## src/rtl/abaud_pkg.sv

```systemverilog
package abaud_pkg;

    typedef enum logic [1:0] {
        M_IDLE   = 2'd0,
        M_LOW    = 2'd1,
        M_VERIFY = 2'd2,
        M_LOCKED = 2'd3
    } meas_st_t;

    typedef enum logic [1:0] {
        A_WAIT = 2'd0,
        A_LOAD = 2'd1,
        A_SEND = 2'd2,
        A_DONE = 2'd3
    } ack_st_t;

    localparam logic [7:0] ACK_HEAD = 8'hBF;
    localparam logic [7:0] ACK_TAIL = 8'h00;
    localparam int unsigned ACK_BYTES = 4;

endpackage

```

## src/rtl/abaud_measure.sv

```systemverilog
module abaud_measure
    import abaud_pkg::*;
#(
    parameter int DIV_W   = 16,
    parameter int MIN_LOW = 112
) (
    input  logic             clk,
    input  logic             rst_n,
    input  logic             rxd,
    output logic             meas_ok,
    output logic [DIV_W-1:0] meas_div
);

    // low run is 7 bits of 16*div clocks: 112*div < 2^(DIV_W+7)
    localparam int LOW_W = DIV_W + 7;
    localparam logic [LOW_W-1:0] MIN_L = LOW_W'(MIN_LOW);
    localparam logic [LOW_W-1:0] MAX_L = LOW_W'(112 * ((1 << DIV_W) - 1) + 55);

    typedef struct packed {
        meas_st_t         st;
        logic             rx_m;
        logic             rx_s;
        logic             rx_p;
        logic [LOW_W-1:0] low;
        logic [LOW_W-1:0] bitp;
        logic [LOW_W-1:0] dcnt;
        logic [1:0]       idx;
        logic             ok;
        logic [DIV_W-1:0] div;
    } meas_t;

    meas_t q, d;

    logic [LOW_W-1:0] per_calc;
    logic [LOW_W-1:0] div_full;
    logic             rise_ok;
    logic             want_bit;

    always_comb begin
        per_calc = (q.low + LOW_W'(3)) / LOW_W'(7);
        div_full = (q.low + LOW_W'(56)) / LOW_W'(112);
        rise_ok  = (q.low >= MIN_L) && (q.low <= MAX_L);
        want_bit = (q.idx != 2'd1);
    end

    always_comb begin
        d      = q;
        d.rx_m = rxd;
        d.rx_s = q.rx_m;
        d.rx_p = q.rx_s;
        d.ok   = 1'b0;
        case (q.st)
            M_IDLE: begin
                if (q.rx_p && !q.rx_s) begin
                    d.st  = M_LOW;
                    d.low = LOW_W'(1);
                end
            end
            M_LOW: begin
                if (!q.rx_s) begin
                    if (q.low > MAX_L) begin
                        d.st = M_IDLE;
                    end else begin
                        d.low = q.low + LOW_W'(1);
                    end
                end else if (!rise_ok) begin
                    d.st = M_IDLE;
                end else begin
                    d.st   = M_VERIFY;
                    d.bitp = per_calc;
                    d.dcnt = per_calc >> 1;
                    d.div  = div_full[DIV_W-1:0];
                    d.idx  = 2'd0;
                end
            end
            M_VERIFY: begin
                if (q.dcnt == '0) begin
                    d.dcnt = q.bitp - LOW_W'(1);
                    d.idx  = q.idx + 2'd1;
                    if (q.rx_s != want_bit) begin
                        d.st = M_IDLE;
                    end else if (q.idx == 2'd2) begin
                        d.st = M_LOCKED;
                        d.ok = 1'b1;
                    end
                end else begin
                    d.dcnt = q.dcnt - LOW_W'(1);
                end
            end
            M_LOCKED: begin
                d.st = M_LOCKED;
            end
            default: d.st = M_IDLE;
        endcase
    end

    always_ff @(posedge clk) begin
        if (!rst_n) begin
            q      <= '0;
            q.st   <= M_IDLE;
            q.rx_m <= 1'b1;
            q.rx_s <= 1'b1;
            q.rx_p <= 1'b1;
        end else begin
            q <= d;
        end
    end

    assign meas_ok  = q.ok;
    assign meas_div = q.div;

    AST_DIV_NONZERO: assert property (@(posedge clk) disable iff (!rst_n)
        meas_ok |-> (meas_div != '0));

    AST_DIV_FITS: assert property (@(posedge clk) disable iff (!rst_n)
        (q.st == M_LOW && q.rx_s && rise_ok) |-> (div_full >> DIV_W) == '0);

    AST_STOP_HIGH: assert property (@(posedge clk) disable iff (!rst_n)
        meas_ok |-> $past(q.rx_s));

    AST_GLITCH_REARM: assert property (@(posedge clk) disable iff (!rst_n)
        (q.st == M_LOW && q.rx_s && q.low < MIN_L) |=> (q.st == M_IDLE));

endmodule

```

## src/rtl/abaud_tx.sv

```systemverilog
module abaud_tx #(
    parameter int DIV_W = 16
) (
    input  logic             clk,
    input  logic             rst_n,
    input  logic             start,
    input  logic [7:0]       data,
    input  logic [DIV_W-1:0] div,
    output logic             txd,
    output logic             busy,
    output logic             done
);

    localparam int CW = DIV_W + 4;
    localparam int FRAME_BITS = 10;

    typedef struct packed {
        logic                  active;
        logic [FRAME_BITS-1:0] sh;
        logic [3:0]            nbits;
        logic [CW-1:0]         cnt;
        logic                  done;
    } tx_t;

    tx_t q, d;
    logic [CW-1:0] reload;

    always_comb begin
        reload = {div, 4'b0000} - CW'(1);
        d      = q;
        d.done = 1'b0;
        if (!q.active) begin
            if (start) begin
                d.active = 1'b1;
                d.sh     = {1'b1, data, 1'b0};
                d.nbits  = 4'(FRAME_BITS - 1);
                d.cnt    = reload;
            end
        end else if (q.cnt == '0) begin
            if (q.nbits == 4'd0) begin
                d.active = 1'b0;
                d.done   = 1'b1;
                d.sh     = '1;
            end else begin
                d.sh    = {1'b1, q.sh[FRAME_BITS-1:1]};
                d.nbits = q.nbits - 4'd1;
                d.cnt   = reload;
            end
        end else begin
            d.cnt = q.cnt - CW'(1);
        end
    end

    always_ff @(posedge clk) begin
        if (!rst_n) begin
            q    <= '0;
            q.sh <= '1;
        end else begin
            q <= d;
        end
    end

    assign txd  = q.sh[0];
    assign busy = q.active;
    assign done = q.done;

    AST_TX_IDLE_HIGH: assert property (@(posedge clk) disable iff (!rst_n)
        !busy |-> txd);

    AST_TX_START_LOW: assert property (@(posedge clk) disable iff (!rst_n)
        $rose(busy) |-> !txd);

    AST_TX_DONE_IDLE: assert property (@(posedge clk) disable iff (!rst_n)
        done |-> (!busy && $past(busy)));

endmodule

```

## src/rtl/abaud_handshake.sv

```systemverilog
module abaud_handshake
    import abaud_pkg::*;
#(
    parameter int DIV_W   = 16,
    parameter int MIN_LOW = 112
) (
    input  logic             clk,
    input  logic             rst_n,
    input  logic             rxd,
    input  logic             busy,
    output logic             txd,
    output logic             cts,
    output logic [DIV_W-1:0] divisor,
    output logic             locked
);

    typedef struct packed {
        ack_st_t          st;
        logic [1:0]       idx;
        logic [DIV_W-1:0] div;
        logic             locked;
        logic             cts;
        logic             start;
    } hs_t;

    hs_t q, d;

    logic             meas_ok;
    logic [DIV_W-1:0] meas_div;
    logic             tx_busy;
    logic             tx_done;
    logic [7:0]       ack_byte;
    logic [15:0]      div16;

    abaud_measure #(
        .DIV_W   (DIV_W),
        .MIN_LOW (MIN_LOW)
    ) u_meas (
        .clk      (clk),
        .rst_n    (rst_n),
        .rxd      (rxd),
        .meas_ok  (meas_ok),
        .meas_div (meas_div)
    );

    always_comb begin
        div16 = 16'(q.div);
        case (q.idx)
            2'd0:    ack_byte = ACK_HEAD;
            2'd1:    ack_byte = div16[7:0];
            2'd2:    ack_byte = div16[15:8];
            default: ack_byte = ACK_TAIL;
        endcase
    end

    abaud_tx #(
        .DIV_W (DIV_W)
    ) u_tx (
        .clk   (clk),
        .rst_n (rst_n),
        .start (q.start),
        .data  (ack_byte),
        .div   (q.div),
        .txd   (txd),
        .busy  (tx_busy),
        .done  (tx_done)
    );

    always_comb begin
        d       = q;
        d.start = 1'b0;
        d.cts   = (q.st == A_DONE) && !busy;
        case (q.st)
            A_WAIT: begin
                if (meas_ok) begin
                    d.div    = meas_div;
                    d.locked = 1'b1;
                    d.idx    = 2'd0;
                    d.st     = A_LOAD;
                end
            end
            A_LOAD: begin
                d.start = 1'b1;
                d.st    = A_SEND;
            end
            A_SEND: begin
                if (tx_done) begin
                    if (q.idx == 2'(ACK_BYTES - 1)) begin
                        d.st = A_DONE;
                    end else begin
                        d.idx = q.idx + 2'd1;
                        d.st  = A_LOAD;
                    end
                end
            end
            A_DONE: d.st = A_DONE;
            default: d.st = A_WAIT;
        endcase
    end

    always_ff @(posedge clk) begin
        if (!rst_n) begin
            q    <= '0;
            q.st <= A_WAIT;
        end else begin
            q <= d;
        end
    end

    assign cts     = q.cts;
    assign divisor = q.div;
    assign locked  = q.locked;

    AST_CTS_HOLDOFF: assert property (@(posedge clk) disable iff (!rst_n)
        busy |=> !cts);

    AST_CTS_AFTER_ACK: assert property (@(posedge clk) disable iff (!rst_n)
        cts |-> (locked && !tx_busy));

    AST_LOCK_STICKY: assert property (@(posedge clk) disable iff (!rst_n)
        locked |=> (locked && $stable(divisor)));

    AST_SINGLE_LOCK: assert property (@(posedge clk) disable iff (!rst_n)
        meas_ok |-> !locked);

endmodule

```

## config.mk

```make
export PLATFORM = sky130hd
export DESIGN_NAME = abaud_handshake
export DESIGN_NICKNAME = d
export VERILOG_FILES = /design/src/rtl/abaud_pkg.sv /design/src/rtl/abaud_measure.sv /design/src/rtl/abaud_tx.sv /design/src/rtl/abaud_handshake.sv
export SDC_FILE = /design/constraint.sdc
export NUM_CORES = 1
export LEC_CHECK = 0
export BUFFER_PORTS_ARGS = -buffer_cell sky130_fd_sc_hd__clkbuf_2
export CAP_MARGIN = 20
export CORE_UTILIZATION = 46
export CTS_BUF_LIST = sky130_fd_sc_hd__clkbuf_8
export CTS_CLUSTER_SIZE = 14
export DETAILED_ROUTE_END_ITERATION = 10
export PLACE_DENSITY = 0.62
export SLEW_MARGIN = 20
export SYNTH_ARGS = -nofsm -noshare
export SYNTH_HDL_FRONTEND = slang
export SYNTH_SLANG_ARGS = --single-unit
export TNS_END_PERCENT = 100
```

## constraint.sdc

```tcl
create_clock -name clk -period 8.4 [get_ports clk]
set_clock_uncertainty 0.05 [all_clocks]
set_input_delay 0.84 -clock clk [delete_from_list [all_inputs] [get_ports clk]]
set_output_delay 0.84 -clock clk [all_outputs]
set_load 0.03 [all_outputs]
```

# After elaboration in Yosys (flattened, before gate mapping)
# Cells that the tools add are included.
dict set report op_classes {
  add_sub_neg 10
  n_div 2
  magnitude_cmp 3
  eq_ne 26
  n_mux 35
  bitwise_logic 3
  reduce_logical 28
}
# op count
set ops {}
lappend ops {{$mux 23} 4}
lappend ops {{$mux 35} 2}
lappend ops {{$mux 25} 2}
lappend ops {{$pmux 25 s2} 1}
lappend ops {{$pmux 23 s2} 1}
lappend ops {{$sub 23x1->23 const B} 2}
lappend ops {{$sub 20x1->20 const B} 2}
lappend ops {{$mux 24} 1}
lappend ops {{$pmux 8 s3} 1}
lappend ops {{$add 23x1->23 const B} 1}
lappend ops {{$add 23x2->23 const B} 1}
lappend ops {{$add 23x6->23 const B} 1}
lappend ops {{$div 23x3->23 const B} 1}
lappend ops {{$div 23x7->23 const B} 1}
lappend ops {{$ge 23x7->1 const B} 1}
lappend ops {{$gt 23x23->1 const B} 1}
lappend ops {{$le 23x23->1 const B} 1}
lappend ops {{$logic_not 23->1} 1}
lappend ops {{$mux 21} 1}
lappend ops {{$logic_not 20->1} 1}
lappend ops {{$mux 20} 1}
lappend ops {{$mux 2} 9}
lappend ops {{$pmux 2 s4} 2}
lappend ops {{$reduce_and 4->1} 4}
lappend ops {{other kinds (24)} 64}
dict set report word_totals {
  reg_bits 152
  out_inout_bits 19
}

# Longest topological paths before layout
# Gate-level depths: netlist of run 1.
dict set report logic_depth {
  depth_word 5
  mapped_depth 39
}

# Cells and area by module
# A second synthesis of run 1 with hierarchy kept.
dict set report hier_totals {
  hier_cells 1738
  hier_area_um2 12967.4
}
# module instances cells_each area_each_um2
set modules_own_cells {}
lappend modules_own_cells {abaud_measure 1 1322 9555.4}
lappend modules_own_cells {abaud_tx 1 279 2247.2}
lappend modules_own_cells {abaud_handshake 1 137 1164.9}

# Least setup slack after synthesis of run 1
# Ideal clock, no wire load.
dict set report synth_path {
  kind {register to register}
  from {register u_meas.q[65] (netlist name)}
  to {register u_meas.q[42] (netlist name)}
  t_arrival_ps 8055
  path_slack_ps 167
  path_stages_with_launch 37
  synth_period_minus_slack_ps 8233
  path_cell_list {dfxtp_1 > buf_2 > inv_1 > ha_1 > nand3b_2 > or4_1 > buf_2 > o21a_4 > nor4_4 > buf_6 > a211oi_1 > a311o_1 > nand2_2 > o22ai_2 > a2111oi_4 > nor3_2 > o311ai_4 > and2_4 > a211oi_1 > a211o_2 > nor2_4 > nor3b_1 > a211o_1 > o311ai_1 > o211ai_1 > a21oi_4 > o211ai_4 > maj3_2 > a211oi_4 > xnor2_1 > ha_1 > nand2_1 > nor2_1 > a31oi_1 > nor2_1 > o41ai_1 > a21oi_1}
}
dict set report synth_between {
  elab_chain_cells 3
}
# element line
set synth_rtl {}
lappend synth_rtl {{from (decl)} abaud_measure.sv:32} ;# meas_t q, d;
lappend synth_rtl {{branches (longest 3 deep; another with $add 23x2->23)} n/a}
# Parallel ways; which one is timed is not known.
# A chain may end at the register's enable or synchronous reset.

# Worst setup path in the final report of run 1
# Same ends and word-level chain as after synthesis.

==> results of run 1 <==
[state kept, by name, indices dropped and copies added (netlist names), 2 cells and up]
signal           flops
u_meas.q            72
divisor             16
u_tx.q              33
q                    5
u_meas.d             2
u_meas.meas_div     16
[cell usage after synthesis, types with 14 or more instances]
| master | number | share of area, % |
|---|---|---|
| nor2_1 | 179 | 5.4 |
| nand2_1 | 178 | 5.3 |
| dfxtp_1 | 150 | 24 |
| a21oi_1 | 147 | 5.9 |
| o21ai_0 | 146 | 5.8 |
| xnor2_1 | 70 | 4.9 |
| clkbuf_1 | 69 | 2.1 |
| nand3_1 | 52 | 2.1 |
| nor3_1 | 48 | 1.9 |
| xor2_1 | 43 | 3.0 |
| a211oi_1 | 40 | 2.4 |
| inv_1 | 29 | 0.87 |
| a31oi_1 | 27 | 1.3 |
| or3_1 | 27 | 1.3 |
| nor4_1 | 24 | 1.2 |
| o211ai_1 | 24 | 1.4 |
| buf_4 | 21 | 1.3 |
| ha_1 | 21 | 2.1 |
| nand2b_1 | 21 | 1.1 |
| nand4_1 | 21 | 1.1 |
| mux2i_1 | 16 | 1.3 |
| o22ai_1 | 16 | 0.80 |
| a22oi_1 | 15 | 0.90 |
| and3_1 | 15 | 0.75 |
| a221oi_1 | 14 | 0.98 |
[critical path, delay by kind of cell (launching register included)]
family,cells,cell delay [ns]
compound gates,18,4.17
buf+inv,6,0.88
mux,2,0.35
xor+xnor,1,0.16
fa+ha+maj,2,0.47
flops,1,0.34
simple gates,8,1.69
[power by group]
| part | switching (uW) | internal [uW] |
|---|---|---|
| sequential | 14.8 | 725 |
| clock | 319 | 307 |
| combinational | 157 | 88.3 |
[layout make-up]
cell class	count	area [sq um]
multi-input combinational	1415	9410
clock buffer	17	234
inverter	29	109
sequential	150	3010
tap	341	427
fill	2590	12300
timing repair buffer	157	1130
clock inverter	15	204
[worst min path at each step]
stage	from	end
global placement	u_meas.d[89]	u_meas.d[88]
finish	u_meas.d[89]	u_meas.d[88]
detailed placement	u_meas.d[89]	u_meas.d[88]
CTS	u_meas.d[89]	u_meas.d[88]
global route	u_meas.d[89]	u_meas.d[88]
floorplan	u_meas.d[89]	u_meas.d[88]
[through the flow]
| step | TNS [ns] | power (uW) |
|---|---|---|
| floorplan | 0 | 940 |
| global placement | 0 | 990 |
| detailed placement | -0.0461 | 994 |
| CTS | 0 | 1620 |
| global route | -0.190 | 1680 |
| finish | 0 | 1610 |
[per-layer routing]
| metal | up-vias | part of all wire, % |
|---|---|---|
| met3 | 65 | 4.6 |
| met1 | 6234 | 47 |
| li1 | 6481 | - |
| met5 | - | 0 |
| met2 | 363 | 46 |
| met4 | 0 | 2.1 |
[cell families after synthesis]
family | Yosys count
adders and majority gates | 27
buffers and inverters | 139
xor gates and xnor gates | 113
AOI/OAI and AO/OA | 601
muxes | 20
DFF | 150
and+or+nand+nor | 654
[timing repair]
action / 4_1_cts / 5_1_grt
pin swaps: 4 / 52
setup endpoints to repair: 1 / 5
buffers inserted: 1 / 31
gates resized for setup: 5 / 106
==> flow_summary.ini, run 1 <==
[final_layout]
layout_commonest_cell = nand2_1
layout.cells.non_filler = 2124
drive_above_1_share_pct = 19.5
area_growth_pct = 16.1
final_nets = 1795
fin_area_sq_um = 14500
antennaDiodeCount = 0
final_core_util_pct = 54.2
layout_common_cells = 176 x nand2_1, 171 x nor2_1, 144 x dfxtp_1, 143 x a21oi_1, 139 x o21ai_0

[logic_synthesis]
synth_compound_area_share_pct = 32.9
ys_seq_area_share_pct = 24.0
synth_edf_count = 0
ys_types = 106
synth_top_family_by_area = compound AO/OA/AOI/OAI gates
syn_area_sq_um = 12500
syn_area_per_cell_sq_um = 7.34
ys.flop_type = dfxtp_1
synthMuxAreaShare_pct = 1.64
synth_xor_area_share_pct = 7.91
yosysWarnings = 0
yosys.area_share.simple_pct = 26.0
synthArstFlopShare_pct = 0
synth_fa_ha_area_share_pct = 2.61
synth_cells = 1704
syn_nets = 1729
synth.ff_latch_count = 150

[floorplanning]
dieWidth_um = 167
dieHeight_um = 167
io_pins = 23
start_util_pct = 46.7
die_area_sq_um = 27900
rows = 60
core_area_sq_um = 26800

[cts]
clk_path_buf_depth = 2
clk_latency_ns = 0.47
cts_buffers = 17
root_buffer = clkbuf_8
cts_tree = yes
cts_sinks = 150
clk_transition_reported_paths_ns = 0.09
cts_hold_buf = 0
htreeDepth = 4

[setup_path]
crit_slowest_cell = or4_4
startpoint = u_meas.q[65]
rr_startpoint = u_meas.q[65]
critPathMaxFanout = 7
end_kind = flop
start_kind = flop
ff2ff_path_depth = 37
arrival_ns = 8.51
crit_top_cell = buf_4
cp.required_ns = 8.69
critPathMaxStageDelay_ns = 0.47
timing_worst_setup_path_type = reg -> reg
endpoint = u_meas.q[42]
reg2reg_to = u_meas.q[42]
r2r_setup_slack_ns = 0.18

[timing]
relSlewSlack_pct = 18.2
hold_ws_ns = 0.364
slew_violations = 0
min_period_ns = 8.22
worst_slack_ns = 0.178
post-route-period-util_pct = 97.9
setup_violations = 0
worst_pin_slew_ns = 1.22
clock.fmax_ghz = 0.122
hold_violations = 0

[place]
dpl_worst_slack_ns = -0.0461
dp_hpwl_um = 26600
placed_area_sq_um = 13300
port_buffers = 22
place_congestion = 0.928
placed_cells = 2060

[grt]
grt_pass1_vias = 11790
grt_pass1_wl_um = 59700
antenna_found_initial = 0
grtUsageMet2_pct = 40.7
grt_start_max_net_pins = 96
top_usage_layer = met2
grt_use_total_pct = 25.6
met3_usage_pct = 3.26
grt-ovfl-total = 0
grtUsageMet1_pct = 35.9

[routing]
first_pass_iters = 4
first_iter_violations = 934
vias = 13143
ant_nets = 0
wire_per_inst_um = 17.6
drc = 0
avgViaCountPerCell = 6.19
postRouteWirelength_um = 37500

[power_and_ir_drop]
p_per_area_nw_per_um2 = 111
power.leakage_uw = 0.00520
peakVddDrop_mv = 0.0873

[hold_path]
hold_path.class = reg -> reg
holdPathStages = 1

[outcome]
status = complete, no violations

[run]
maxCapViolations = 0
Note: power is estimated with default switching activity, not from simulation.
==> inputs of run 2 (changes only) <==
--- a/config.mk
+++ b/config.mk
@@ -11,7 +11,7 @@
 export CTS_BUF_LIST = sky130_fd_sc_hd__clkbuf_8
 export CTS_CLUSTER_SIZE = 14
 export DETAILED_ROUTE_END_ITERATION = 10
-export PLACE_DENSITY = 0.62
+export PLACE_DENSITY = 0.59
 export SLEW_MARGIN = 20
 export SYNTH_ARGS = -nofsm -noshare
 export SYNTH_HDL_FRONTEND = slang
==> constraint.sdc (replaced) <==
create_clock -name clk -period 9.65 [get_ports clk]
set_clock_uncertainty 0.05 [all_clocks]
set_input_delay 0.965 -clock clk [delete_from_list [all_inputs] [get_ports clk]]
set_output_delay 0.965 -clock clk [all_outputs]
set_load 0.03 [all_outputs]
==> run 2 against run 1 <==
  * Worst hold slack improved by 0.011 ns
  * Cell area decreased by 8.7%
  * Clock power decreased by 17%
  * First-iteration DRC count increased by 11%
  * Count of clock-buffer cells in the layout increased by 1
  * Via count decreased by 3.9%
  * Register-to-register slack improved by 0.34 ns
  * Core utilization decreased by 4.7 points
  * Sequential share of layout area increased by 1.9 points
==> flow_summary.ini, run 2 (synthesis results as in run 1) <==
[final_layout]
max_flop_register = u_meas.q
drive_above_1_share_pct = 10.3
final_nets = 1689
area_growth_pct = 5.95
final_core_util_pct = 49.5
fillers = 2704
largest_reg_flops = 72
layout_commonest_cell = nor2_1
top_regs = u_meas.q x72, u_tx.q x33
layout_common_cells = 178 x nor2_1, 177 x nand2_1, 150 x dfxtp_1, 146 x a21oi_1, 144 x o21ai_0

[routing]
ant_nets = 0
wire_per_inst_um = 17.6
postRouteWirelength_um = 35600
vias = 12632
first_iter_violations = 1040
avgViaCountPerCell = 6.26
drc = 0
first_pass_iters = 6

[cts]
cts_buffers = 17
cts_tree = yes
cts_hold_buf = 0
clk_latency_ns = 0.46
clk_transition_reported_paths_ns = 0.09
htreeDepth = 4
clk_path_buf_depth = 2
cts_sinks = 150
root_buffer = clkbuf_8

[setup_path]
cp.required_ns = 9.94
timing_worst_setup_path_type = reg -> reg
start_kind = flop
arrival_ns = 9.42
crit_slowest_cell = or4_1
end_kind = flop
critPathMaxFanout = 13
critPathMaxStageDelay_ns = 0.73
crit_top_cell = nor2_1

[run]
maxCapViolations = 0

[floorplanning]
core_area_sq_um = 26800
io_pins = 23
rows = 60
die_area_sq_um = 27900
start_util_pct = 46.7
dieHeight_um = 167
dieWidth_um = 167

[timing]
post-route-period-util_pct = 94.7
min_period_ns = 9.13
clock.fmax_ghz = 0.109
relSlewSlack_pct = 30.8
setup_tns_ns = 0
hold_violations = 0
rsz0062_at_grt = no
slew_violations = 0
worst_pin_slew_ns = 1.03
setup_violations = 0
hold_ws_ns = 0.375

[place]
port_buffers = 22
dp_hpwl_um = 26000
place_congestion = 0.913

[outcome]
status = complete, no violations

[grt]
grt_start_max_net_pins = 65
grt-ovfl-total = 0
antenna_found_initial = 0
grt_use_total_pct = 25.4
grt_pass1_wl_um = 58700
grt_pass1_vias = 11414

[hold_path]
hold_path.class = reg -> reg

[power_and_ir_drop]
p_per_area_nw_per_um2 = 103
power.leakage_uw = 0.00457
peakVddDrop_mv = 0.0819
-- run 2: path summary, 6_finish.rpt --
path	cells past startpoint	from	endpoint	slack, ns
max	33	u_meas.q[65]	u_meas.q[42]	0.52
min	1	u_meas.d[89]	u_meas.d[88]	0.38
min reg2reg	1	u_meas.d[89]	u_meas.d[88]	0.38
max reg2reg	33	u_meas.q[65]	u_meas.q[42]	0.52
-- run 2: timing repair --
action,in CTS,in global routing
setup endpoints to repair,0,1
resized for setup,0,14
buffers inserted,0,1
-- run 2: area by class of cell --
cell class	count	area, sq um	area share, %
multi-input cells	1415	8980	67.7
flip-flops and latches	150	3000	22.7
well taps	341	427	3.22
repair buffers	51	328	2.47
clock buffers	18	248	1.87
clock inverters	14	164	1.24
inverters	29	109	0.821
diodes	1	2.50	0.0189
-- run 2: stage by stage --
step / std cells / setup slack (ns) / total power, uW / area [sq um]
floorplan: 1704 / 1.42 / 818 / 12500
CTS: 2017 / 0.474 / 1380 / 13200
detailed placement: 1985 / 0.528 / 863 / 12700
global placement: 1985 / 0.703 / 863 / 12700
finish: 2019 / 0.516 / 1370 / 13300
global route: 2018 / 0.00978 / 1440 / 13300
-- run 2: where the power goes --
part           leakage (uW)  total (uW)  internal (uW)  switching, uW
combinational       0.00315         209           75.9            133
sequential          0.00121         645            631           13.8
clock              0.000205         518            245            274
-- run 2: metal layers --
layer  track usage, %  share of wire (%)  up-vias
met5                0                  0        -
li1                 -                  -     6286
met4             6.16                1.3        0
met2             40.7                 45      322
met3             3.73                4.5       40
met1             35.5                 49     5984
-- run 2: worst max-delay path: cells and delay by family (launching register included) --
family / cells / cell delay, ns
flops: 1 / 0.33
fa+ha+maj: 4 / 1.32
buf+inv: 1 / 0.04
xor+xnor: 2 / 0.56
compound gates: 16 / 3.95
simple gates: 10 / 2.76
==> inputs of run 3 (changes only) <==
--- a/config.mk
+++ b/config.mk
@@ -5,13 +5,14 @@
 export SDC_FILE = /design/constraint.sdc
 export NUM_CORES = 1
 export LEC_CHECK = 0
+export ABC_AREA = 1
 export BUFFER_PORTS_ARGS = -buffer_cell sky130_fd_sc_hd__clkbuf_2
 export CAP_MARGIN = 20
 export CORE_UTILIZATION = 46
 export CTS_BUF_LIST = sky130_fd_sc_hd__clkbuf_8
 export CTS_CLUSTER_SIZE = 14
 export DETAILED_ROUTE_END_ITERATION = 10
-export PLACE_DENSITY = 0.59
+export PLACE_DENSITY = 0.6
 export SLEW_MARGIN = 20
 export SYNTH_ARGS = -nofsm -noshare
 export SYNTH_HDL_FRONTEND = slang
==> run 3 against run 2 <==
  * Count of clock-buffer cells in the layout decreased by 1
  * Sequential power decreased by 3%
  * First-iteration DRC count decreased by 24%
  * Cell area decreased by 12%
  * Non-clock buffer count decreased by 21
  * Largest cell class unchanged
  * Largest power group unchanged
  * Total power decreased by 9.6%
  * Via count decreased by 18%
  * Routed wire length decreased by 19%
  * Core utilization about the same
==> flow_summary.ini, run 3 <==
[grt]
grt_use_total_pct = 24.4
grt_pass1_wl_um = 47400
grt_pass1_vias = 9791
grt-ovfl-total = 0
antenna_found_initial = 0
grt_start_max_net_pins = 81

[logic_synthesis]
synth_edf_count = 0
syn_area_per_cell_sq_um = 6.71
ys.flop_type = dfxtp_1
synth_area_leaders = dfxtp_1 27%, nand2_1 10%, inv_1 7.8%
synth_most_common_cell = nand2_1
ys_seq_area_share_pct = 27.2
synthArstFlopShare_pct = 0
yosysTopAreaCell = dfxtp_1
synth_common_cells = 295 x nand2_1, 230 x inv_1, 150 x dfxtp_1, 123 x nor2_1, 106 x a21oi_1
syn_nets = 1673
synth_cells = 1648
netlist.area_leader.share_pct = 27.2
synth.ff_latch_count = 150
yosysWarnings = 0
syn_area_sq_um = 11100
ys_types = 67

[floorplanning]
dieWidth_um = 157
die_area_sq_um = 24600
rows = 56
start_util_pct = 46.9
io_pins = 23
dieHeight_um = 157
core_area_sq_um = 23500

[cts]
clk_latency_ns = 0.47
clk_transition_reported_paths_ns = 0.11
cts_buffers = 17
cts_tree = yes
post_cts_resized = 0
cts_hold_buf = 0
cts_setup_buffers = 0
htreeDepth = 4
cts_sinks = 150
clk_path_buf_depth = 2
root_buffer = clkbuf_8

[routing]
ant_nets = 0
drc = 0
postRouteWirelength_um = 28700
avgViaCountPerCell = 5.27
first_iter_violations = 792
vias = 10332
wire_per_inst_um = 14.6
first_pass_iters = 5

[place]
port_buffers = 22
placed_area_sq_um = 11200
place_congestion = 0.933
dp_hpwl_um = 21600

[hold_path]
hold_path.class = reg -> reg

[final_layout]
fin_area_sq_um = 11600
final_nets = 1655
area_growth_pct = 5.28
drive_above_1_share_pct = 13.8
top_regs = u_meas.q x72, u_tx.q x33
max_flop_register = u_meas.q
antennaDiodeCount = 0
largest_reg_flops = 72
layout_common_cells = 295 x nand2_1, 230 x inv_1, 150 x dfxtp_1, 122 x nor2_1, 106 x a21oi_1
layout_commonest_cell = nand2_1

[timing]
rsz0062_at_grt = no
clock.fmax_ghz = 0.122
worst_pin_slew_ns = 0.970
relSlewSlack_pct = 35.1
setup_tns_ns = 0
setup_violations = 0
min_period_ns = 8.18
post-route-period-util_pct = 84.7
hold_violations = 0
slew_violations = 0

[setup_path]
timing_worst_setup_path_type = reg -> reg
end_kind = flop
cp.required_ns = 9.97
critPathMaxFanout = 7
start_kind = flop
r2r_setup_slack_ns = 1.47
crit_slowest_cell = dfxtp_1
critPathMaxStageDelay_ns = 0.42
arrival_ns = 8.50
crit_top_cell = nand2_2

[outcome]
status = complete, no violations

[run]
maxCapViolations = 0

[power_and_ir_drop]
power.leakage_uw = 0.00576
peakVddDrop_mv = 0.0754
p_per_area_nw_per_um2 = 107
==> run 3: where the power goes <==
group,internal [uW],total (uW),switching [uW]
registers,622,625,3.47
clock network,242,534,292
logic,21.0,80.6,59.6
==> run 3: logic make-up (layout without fill, tap and decap cells) <==
| kind of cell | after synthesis | count (layout) | share of synthesized area (%) |
|---|---|---|---|
| fa+ha+maj | 21 | 21 | 2.38 |
| compound gates | 331 | 331 | 17.7 |
| simple gates | 737 | 737 | 33.2 |
| buf+inv | 319 | 314 | 12.4 |
| flops | 150 | 150 | 27.2 |
| xor+xnor | 90 | 90 | 7.20 |
==> run 3: path summary, 6_finish.rpt <==
path	from	to	cells after the start
max	u_meas.q[65]	u_meas.q[42]	75
min	u_tx.txd	u_tx.txd	2
max reg2reg	u_meas.q[65]	u_meas.q[42]	75
min reg2reg	u_tx.txd	u_tx.txd	2
==> run 3: metal layers <==
| layer | part of all wire [%] | global-route usage (%) | up-vias |
|---|---|---|---|
| li1 | - | - | 5366 |
| met3 | 3.8 | 3.50 | 61 |
| met1 | 45 | 29.4 | 4673 |
| met4 | 3.4 | 10.4 | 0 |
| met2 | 48 | 43.1 | 232 |
| met5 | 0 | 0 | - |
==> run 3: cell type report <==
| class | instances | area, sq um |
|---|---|---|
| Multi-Input combinational cell | 1179 | 6690 |
| Clock buffer | 17 | 234 |
| Fill cell | 2462 | 11900 |
| Sequential cell | 150 | 3000 |
| Timing Repair Buffer | 30 | 178 |
| Clock inverter | 15 | 185 |
| Inverter | 252 | 947 |
| Tap cell | 319 | 399 |
==> run 3: through the flow <==
stage / cells / hold WS, ns / util (%) / worst slack [ns] / power (uW)
2_1_floorplan: 1648 / 0.343 / - / 2.69 / 697
3_3_place_gp: 1929 / 0.389 / 47.6 / 1.79 / 718
3_5_place_dp: 1929 / 0.391 / 47.6 / 1.52 / 718
4_1_cts: 1961 / 0.417 / 49.4 / 1.50 / 1250
5_1_grt: 1962 / 0.438 / 49.4 / 0.420 / 1280
6_report: 1962 / 0.415 / 49.4 / 1.47 / 1240
==> run 3: worst max-delay path, delay by kind of cell, from the launching register on <==
family | cells | cell delay (ns)
AND/OR/NAND/NOR | 67 | 6.53
buffers and inverters | 5 | 0.38
adder cells (fa/ha/maj) | 2 | 0.51
AO/OA/AOI/OAI | 1 | 0.13
flip-flops | 1 | 0.42
